===== src/rtl/tank_seq.sv =====
module tank_seq #(
  parameter int FB_LIMIT = 4
) (
  input  logic clk,
  input  logic rst_n,
  input  logic start_i,
  input  logic low_sw_i,
  input  logic high_sw_i,
  input  logic inlet_fb_i,
  input  logic drain_fb_i,
  output logic motor_o,
  output logic inlet_o,
  output logic drain_o,
  output logic fault_o
);

  localparam int CW = $clog2(FB_LIMIT + 1);
  localparam logic [CW-1:0] LIM = CW'(FB_LIMIT);

  typedef enum logic [1:0] {ST_IDLE, ST_FILL, ST_DRAIN} st_t;

  logic [4:0] sy1, sy2;
  logic s_start, s_low, s_high, s_ifb, s_dfb;
  st_t st, st_nx;
  logic fault;
  logic [CW-1:0] cnt_in, cnt_dr;
  logic mis_in, mis_dr, fault_set;

  always_ff @(posedge clk or negedge rst_n) begin
    if (!rst_n) begin
      sy1 <= '0;
      sy2 <= '0;
    end else begin
      sy1 <= {start_i, low_sw_i, high_sw_i, inlet_fb_i, drain_fb_i};
      sy2 <= sy1;
    end
  end

  assign {s_start, s_low, s_high, s_ifb, s_dfb} = sy2;

  assign inlet_o = (st == ST_FILL);
  assign motor_o = (st == ST_FILL);
  assign drain_o = (st == ST_DRAIN);
  assign fault_o = fault;

  assign mis_in = (s_ifb != inlet_o);
  assign mis_dr = (s_dfb != drain_o);
  assign fault_set = (mis_in && cnt_in == LIM) || (mis_dr && cnt_dr == LIM);

  always_comb begin
    st_nx = st;
    case (st)
      ST_IDLE:  st_nx = s_low ? ST_FILL : ST_DRAIN;
      ST_FILL:  if (s_high) st_nx = ST_DRAIN;
      ST_DRAIN: if (s_low) st_nx = ST_FILL;
      default:  st_nx = ST_IDLE;
    endcase
    if (!s_start || fault || fault_set) st_nx = ST_IDLE;
  end

  always_ff @(posedge clk or negedge rst_n) begin
    if (!rst_n) begin
      st     <= ST_IDLE;
      fault  <= 1'b0;
      cnt_in <= '0;
      cnt_dr <= '0;
    end else begin
      st     <= st_nx;
      fault  <= fault | fault_set;
      cnt_in <= !mis_in ? '0 : (cnt_in == LIM ? cnt_in : cnt_in + 1'b1);
      cnt_dr <= !mis_dr ? '0 : (cnt_dr == LIM ? cnt_dr : cnt_dr + 1'b1);
    end
  end

  p_stop_idle_r6: assert property (@(posedge clk) disable iff (!rst_n)
    !s_start |=> (st == ST_IDLE));

  p_fault_sticky_r10: assert property (@(posedge clk) disable iff (!rst_n)
    fault_o |=> fault_o);

  p_fault_quiet_r10: assert property (@(posedge clk) disable iff (!rst_n)
    fault_o |=> (!motor_o && !inlet_o && !drain_o));

  p_fill_entry_r5: assert property (@(posedge clk) disable iff (!rst_n)
    $rose(inlet_o) |-> $past(s_low));

  p_drain_entry_r4: assert property (@(posedge clk) disable iff (!rst_n)
    $rose(drain_o) |-> ($past(s_high) || $past(st == ST_IDLE)));

  p_fill_hold_r4: assert property (@(posedge clk) disable iff (!rst_n)
    (st == ST_FILL && s_start && !s_high && !fault_set) |=> inlet_o);

  p_drain_hold_r5: assert property (@(posedge clk) disable iff (!rst_n)
    (st == ST_DRAIN && s_start && !s_low && !fault_set) |=> drain_o);

  p_cnt_bound_r9: assert property (@(posedge clk) disable iff (!rst_n)
    (cnt_in <= LIM) && (cnt_dr <= LIM));

endmodule


===== config.mk =====
export PLATFORM = sky130hd
export DESIGN_NAME = tank_seq
export DESIGN_NICKNAME = d
export VERILOG_FILES = /design/src/rtl/tank_seq.sv
export SDC_FILE = /design/constraint.sdc
export NUM_CORES = 1
export LEC_CHECK = 0
export BUFFER_PORTS_ARGS = -buffer_cell sky130_fd_sc_hd__buf_2
export CORE_MARGIN = 8
export CORE_UTILIZATION = 50
export CTS_CLUSTER_SIZE = 14
export DETAILED_ROUTE_END_ITERATION = 8
export GPL_TIMING_DRIVEN = 0
export PLACE_DENSITY_LB_ADDON = 0.25
export REMOVE_ABC_BUFFERS = 1
export SYNTH_ARGS = -nofsm -noshare
export SYNTH_HDL_FRONTEND = slang
export SYNTH_SLANG_ARGS = --single-unit

===== constraint.sdc =====
create_clock -name clk -period 3.9 [get_ports clk]
set_clock_uncertainty 0.05 [all_clocks]
set_input_delay 0 -clock clk [delete_from_list [all_inputs] [get_ports clk]]
set_output_delay 0 -clock clk [all_outputs]
set_load 0.05 [all_outputs]

# Yosys cells after proc, flatten, opt, wreduce, memory -nomap -nowiden
# Cells that the tools add are included.
# W data, S select, Z words.
# totals
reg_bits,19
inputBits,7
output_inout_bits,4
# op_classes
n_addsub,2
n_eq_ne,10
n_mux,9
bitwise,1
reduce_logical,8
# op_table
op,n
$mux W3,4
$mux W2,4
$add A3 B1 Y3 const B,2
$eq A3 B3 Y1 const B,2
$ne A3 B1 Y1 const B,2
$pmux W2 S3,1
$ne A2 B2 Y1 const B,2
$logic_or A1 B1 Y1,3
$eq A2 B1 Y1 const B,1
$eq A2 B2 Y1 const B,1
$logic_and A1 B1 Y1,2
$logic_not A2 Y1,1
$ne A1 B1 Y1,2
$reduce_and A2 Y1,1
$logic_not A1 Y1,1
$or A1 B1 Y1,1

# Depth between registers and ports, before layout
# logic_depth
word_depth,7
mapped_depth,5

# Least setup slack after synthesis
# OpenSTA, ideal clock, no wires.
# synth_timing
path_type,reg-to-reg
from,register st[0]
to,"register fault, in the netlist fault_o"
arrival_time_ns,1.239
t_required_ns,3.726
setup_slack_ns,2.486
path_stages_with_launch,5
n_path_buf,0
cell_sequence,dfrtp_1 > and2b_4 > xnor2_4 > o22ai_2 > or2_1
# synth_via
elab_chain_cells,5
# synth_rtl
element,line,text
start: declaration,24,"st_t st, st_nx;"
start signal: assignment,68,st <= st_nx;
$eq A2 B2 Y1,43,assign drain_o = (st == ST_DRAIN);
via drain_o,13,"output logic drain_o,"
$ne A1 B1 Y1,47,assign mis_dr = (s_dfb != drain_o);
$logic_and A1 B1 Y1,48,assign fault_set = (mis_in && cnt_in == LIM) || (mis_dr && cnt_dr == LIM);
$logic_or A1 B1 Y1,48,
$or A1 B1 Y1,69,fault <= fault | fault_set;
end signal: assignment,69,
end: declaration,25,logic fault;
# The timed path passes the listed nets, and every way through them passes these cells.
# A chain may end at the register's enable or synchronous reset.

# Worst setup path in the final report
# layout_timing
from,register st[0]
to,"register fault, in the netlist fault_o"
# layout_via
elab_chain_cells,5
# layout_rtl
element,line
$eq A2 B1 Y1 or $eq A2 B2 Y1 (tied branches),"41, 43"
$ne A1 B1 Y1 (on tied branches),"46, 47"
$logic_and A1 B1 Y1,48
$logic_or A1 B1 Y1 (*),48
$or A1 B1 Y1 (*),69
# Mark *: on every way between the ends. The rest lies on a longest branch, timed or not.

==> run_results.csv <==
group,metric,value,unit
status,status,"finished clean",
placement,dp_hpwl,825,µm
drt,vias,458,
cells_and_area,area_growth,19.5,%
cells_and_area,diodes,0,
placement,dpl-instance-area,825,µm²
drt,wire_per_inst,11.8,µm
drt,wl_met2,566,µm
sta,drv_slew,0,
cells_and_area,final_cell_mix,"dfrtp_1, buf_2, nor2_1",
clock_network,clk_pin_slew,0.09,ns
grt,grt_usage,9.71,%
sta,worst_pin_slew,0.394,ns
sta,final-setup-viol-count,0,
critical_path,critical_path_required,4.03,ns
clock_network,cts_tree,"built",
logic_synthesis,syn_avg_cell_area,12.5,µm²
power_and_ir_drop,ir_drop,0.345,mV
placement,io_buffers,10,
grt,grt-ovfl-total,0,
critical_path,critical_path_class,"register to register",
placement,dp_slack,2.55,ns
sta,timing.final.ws_setup,2.54,ns
critical_path,cp-start-kind,"register",
grt,grt_antenna_before_repair,0,
die,die_h,55.0,µm
drt,wl_met3,50,µm
critical_path,cp-end-kind,"register",
cells_and_area,stdcell_count,96,
clock_network,postCtsSetupBuffers,0,
cells_and_area,layout.nets,92,
clock_network,cts_buffers,3,
die,dieArea,3030,µm²
logic_synthesis,seq_area_frac_synth,62.4,%
die,fp.coreArea,1470,µm²
cells_and_area,mostFrequentLayoutCell,"dfrtp_1",
clock_network,clock-root-buffer,"clkbuf_4",
logic_synthesis,ys.warnings.count,0,
die,die_w,55.0,µm
grt,grt_pass1_vias,534,
drt,drtAntennaViolNets,0,
die,num_rows,14,
clock_network,clk_latency,0.29,ns
sta,slew_headroom,73.7,%
cells_and_area,drive_gt1_share,22.5,%
cells_and_area,layout.area.seq,475,µm²
logic_synthesis,synth_top_area_share,62.4,%
logic_synthesis,syn_area,762,µm²
drt,dr.pass1.iters,4,
cells_and_area,multi_input_area,264,µm²
sta,rsz0062_at_grt,"false",
min_path,hp-class,"input pin to asynchronous set/reset pin",
clock_network,cts_max_path_buffers,2,
sta,min_period,1.36,ns
die,initial_utilization,51.8,%
logic_synthesis,yosysTopAreaCell,"dfrtp_1",
power_and_ir_drop,cellPowerDensity,558,nW/µm²
grt,grt_start_max_net_pins,20,
logic_synthesis,syn_inst,61,
clock_network,htree_levels,1,
cells_and_area,stdcell_area,911,µm²
power_and_ir_drop,power_leakage,0.428,nW
sta,hold_viol_final,0,
grt,grt_pass1_wl,2.08,mm
logic_synthesis,yosysUniqueCellTypes,17,
critical_path,crit_arrival,1.49,ns
drt,totalWireLength,1.13,mm
clock_network,clock_sinks,19,
sta,max_freq,0.733,GHz
drt,routed.top_layer,"met4",
sta,setup-tns-final,0,ns
drt,drt-initial-drc-count,5,
flow_run,drv_cap,0,
logic_synthesis,ys_seq_elements,19,
die,ios,11,
logic_synthesis,yosys-top-cells-area,"dfrtp_1, ha_1, nor2_1",
cells_and_area,fill_cells,126,
placement,globalplace.congestion,0.686,
sta,period_share,35.0,%
critical_path,crit_fanout,4,
placement,placed_cells_incl_taps,86,
drt,vias_per_cell,4.77,
drt,m1WireLength,469,µm
drt,drc,0,
==> per-layer routing <==
metal	vias to the layer above	global-route usage, %
met4	0	8.40
met5	-	0
met1	212	8.62
li1	231	-
met3	4	2.41
met2	11	17.7
==> logic make-up after synthesis <==
logic type,after synthesis,share of synthesized area [%]
xor+xnor,4,8.05
buf+inv,5,2.96
compound gates,4,3.61
simple gates,24,15.1
fa+ha+maj,4,6.57
flops,19,62.4
mux,1,1.31
==> timing repair <==
item | 4_1_cts | 5_1_grt
gates resized for setup | 0 | 0
hold buffers | 6 | 0
hold endpoints to repair | 24 | 0
==> registers in the layout, summed over array words and instances (netlist names) <==
signal   cells
cnt_dr       3
sy2          5
fault_o      1
st           2
cnt_in       3
sy1          5
==> critical path, cell delays in order (launching register included) <==
cell     delay, ns
dfrtp_1       0.43
and2b_4       0.20
xnor2_2       0.22
o22ai_2       0.14
or2_1         0.22
==> where the power goes <==
part / leakage (nW) / total, W / switching, W / internal, W
sequential: 0.233 / 0.000256 / 0.0000262 / 0.000230
clock: 0.0150 / 0.0000917 / 0.0000519 / 0.0000397
combinational: 0.180 / 0.000160 / 0.0000940 / 0.0000664
total: 0.428 / 0.000508 / 0.000172 / 0.000336
==> area by class of cell <==
| cell class | count | share of cell area [%] |
|---|---|---|
| multi-input combinational | 37 | 29.0 |
| inverter | 4 | 1.65 |
| tap | 16 | 2.20 |
| clock buffer | 4 | 2.88 |
| timing repair buffer | 16 | 12.1 |
| sequential | 19 | 52.2 |
==> cells in the mapped netlist <==
| master | instances |
|---|---|
| a21oi_1 | 3 |
| xnor2_1 | 2 |
| nand2b_1 | 1 |
| inv_1 | 4 |
| xnor2_4 | 1 |
| xnor2_2 | 1 |
| mux2i_1 | 1 |
| or2_1 | 1 |
| buf_4 | 1 |
| nand2_1 | 6 |
| nand3_1 | 2 |
| dfrtp_1 | 19 |
| nor2_1 | 8 |
| ha_1 | 4 |
| o22ai_2 | 1 |
| nor3_1 | 4 |
| and2b_4 | 2 |
==> path summary, 6_finish.rpt <==
check / startpoint / slack (ns) / end / depth (start not counted)
hold reg to reg: sy1[3] / 0.31 / sy2[3] / 0
hold / removal: rst_n / 0.12 / cnt_in[2] / 2
min in group clk: inlet_fb_i / 0.30 / sy1[1] / 2
max in group asynchronous: rst_n / 3.40 / sy2[2] / 2
setup reg to reg: st[0] / 2.54 / fault_o / 4
setup / recovery: st[0] / 2.54 / fault_o / 4
==> per-stage QoR <==
stage          power (W)  utilization [%]  hold WS, ns
6_report        0.000508             61.9        0.122
5_1_grt         0.000547             61.9        0.147
4_1_cts         0.000517             61.9        0.102
3_5_place_dp    0.000418             56.0       -0.103
2_1_floorplan   0.000379                -       -0.346
3_3_place_gp    0.000409             56.0       -0.101
No activity file was read; power rests on OpenSTA's default activity.
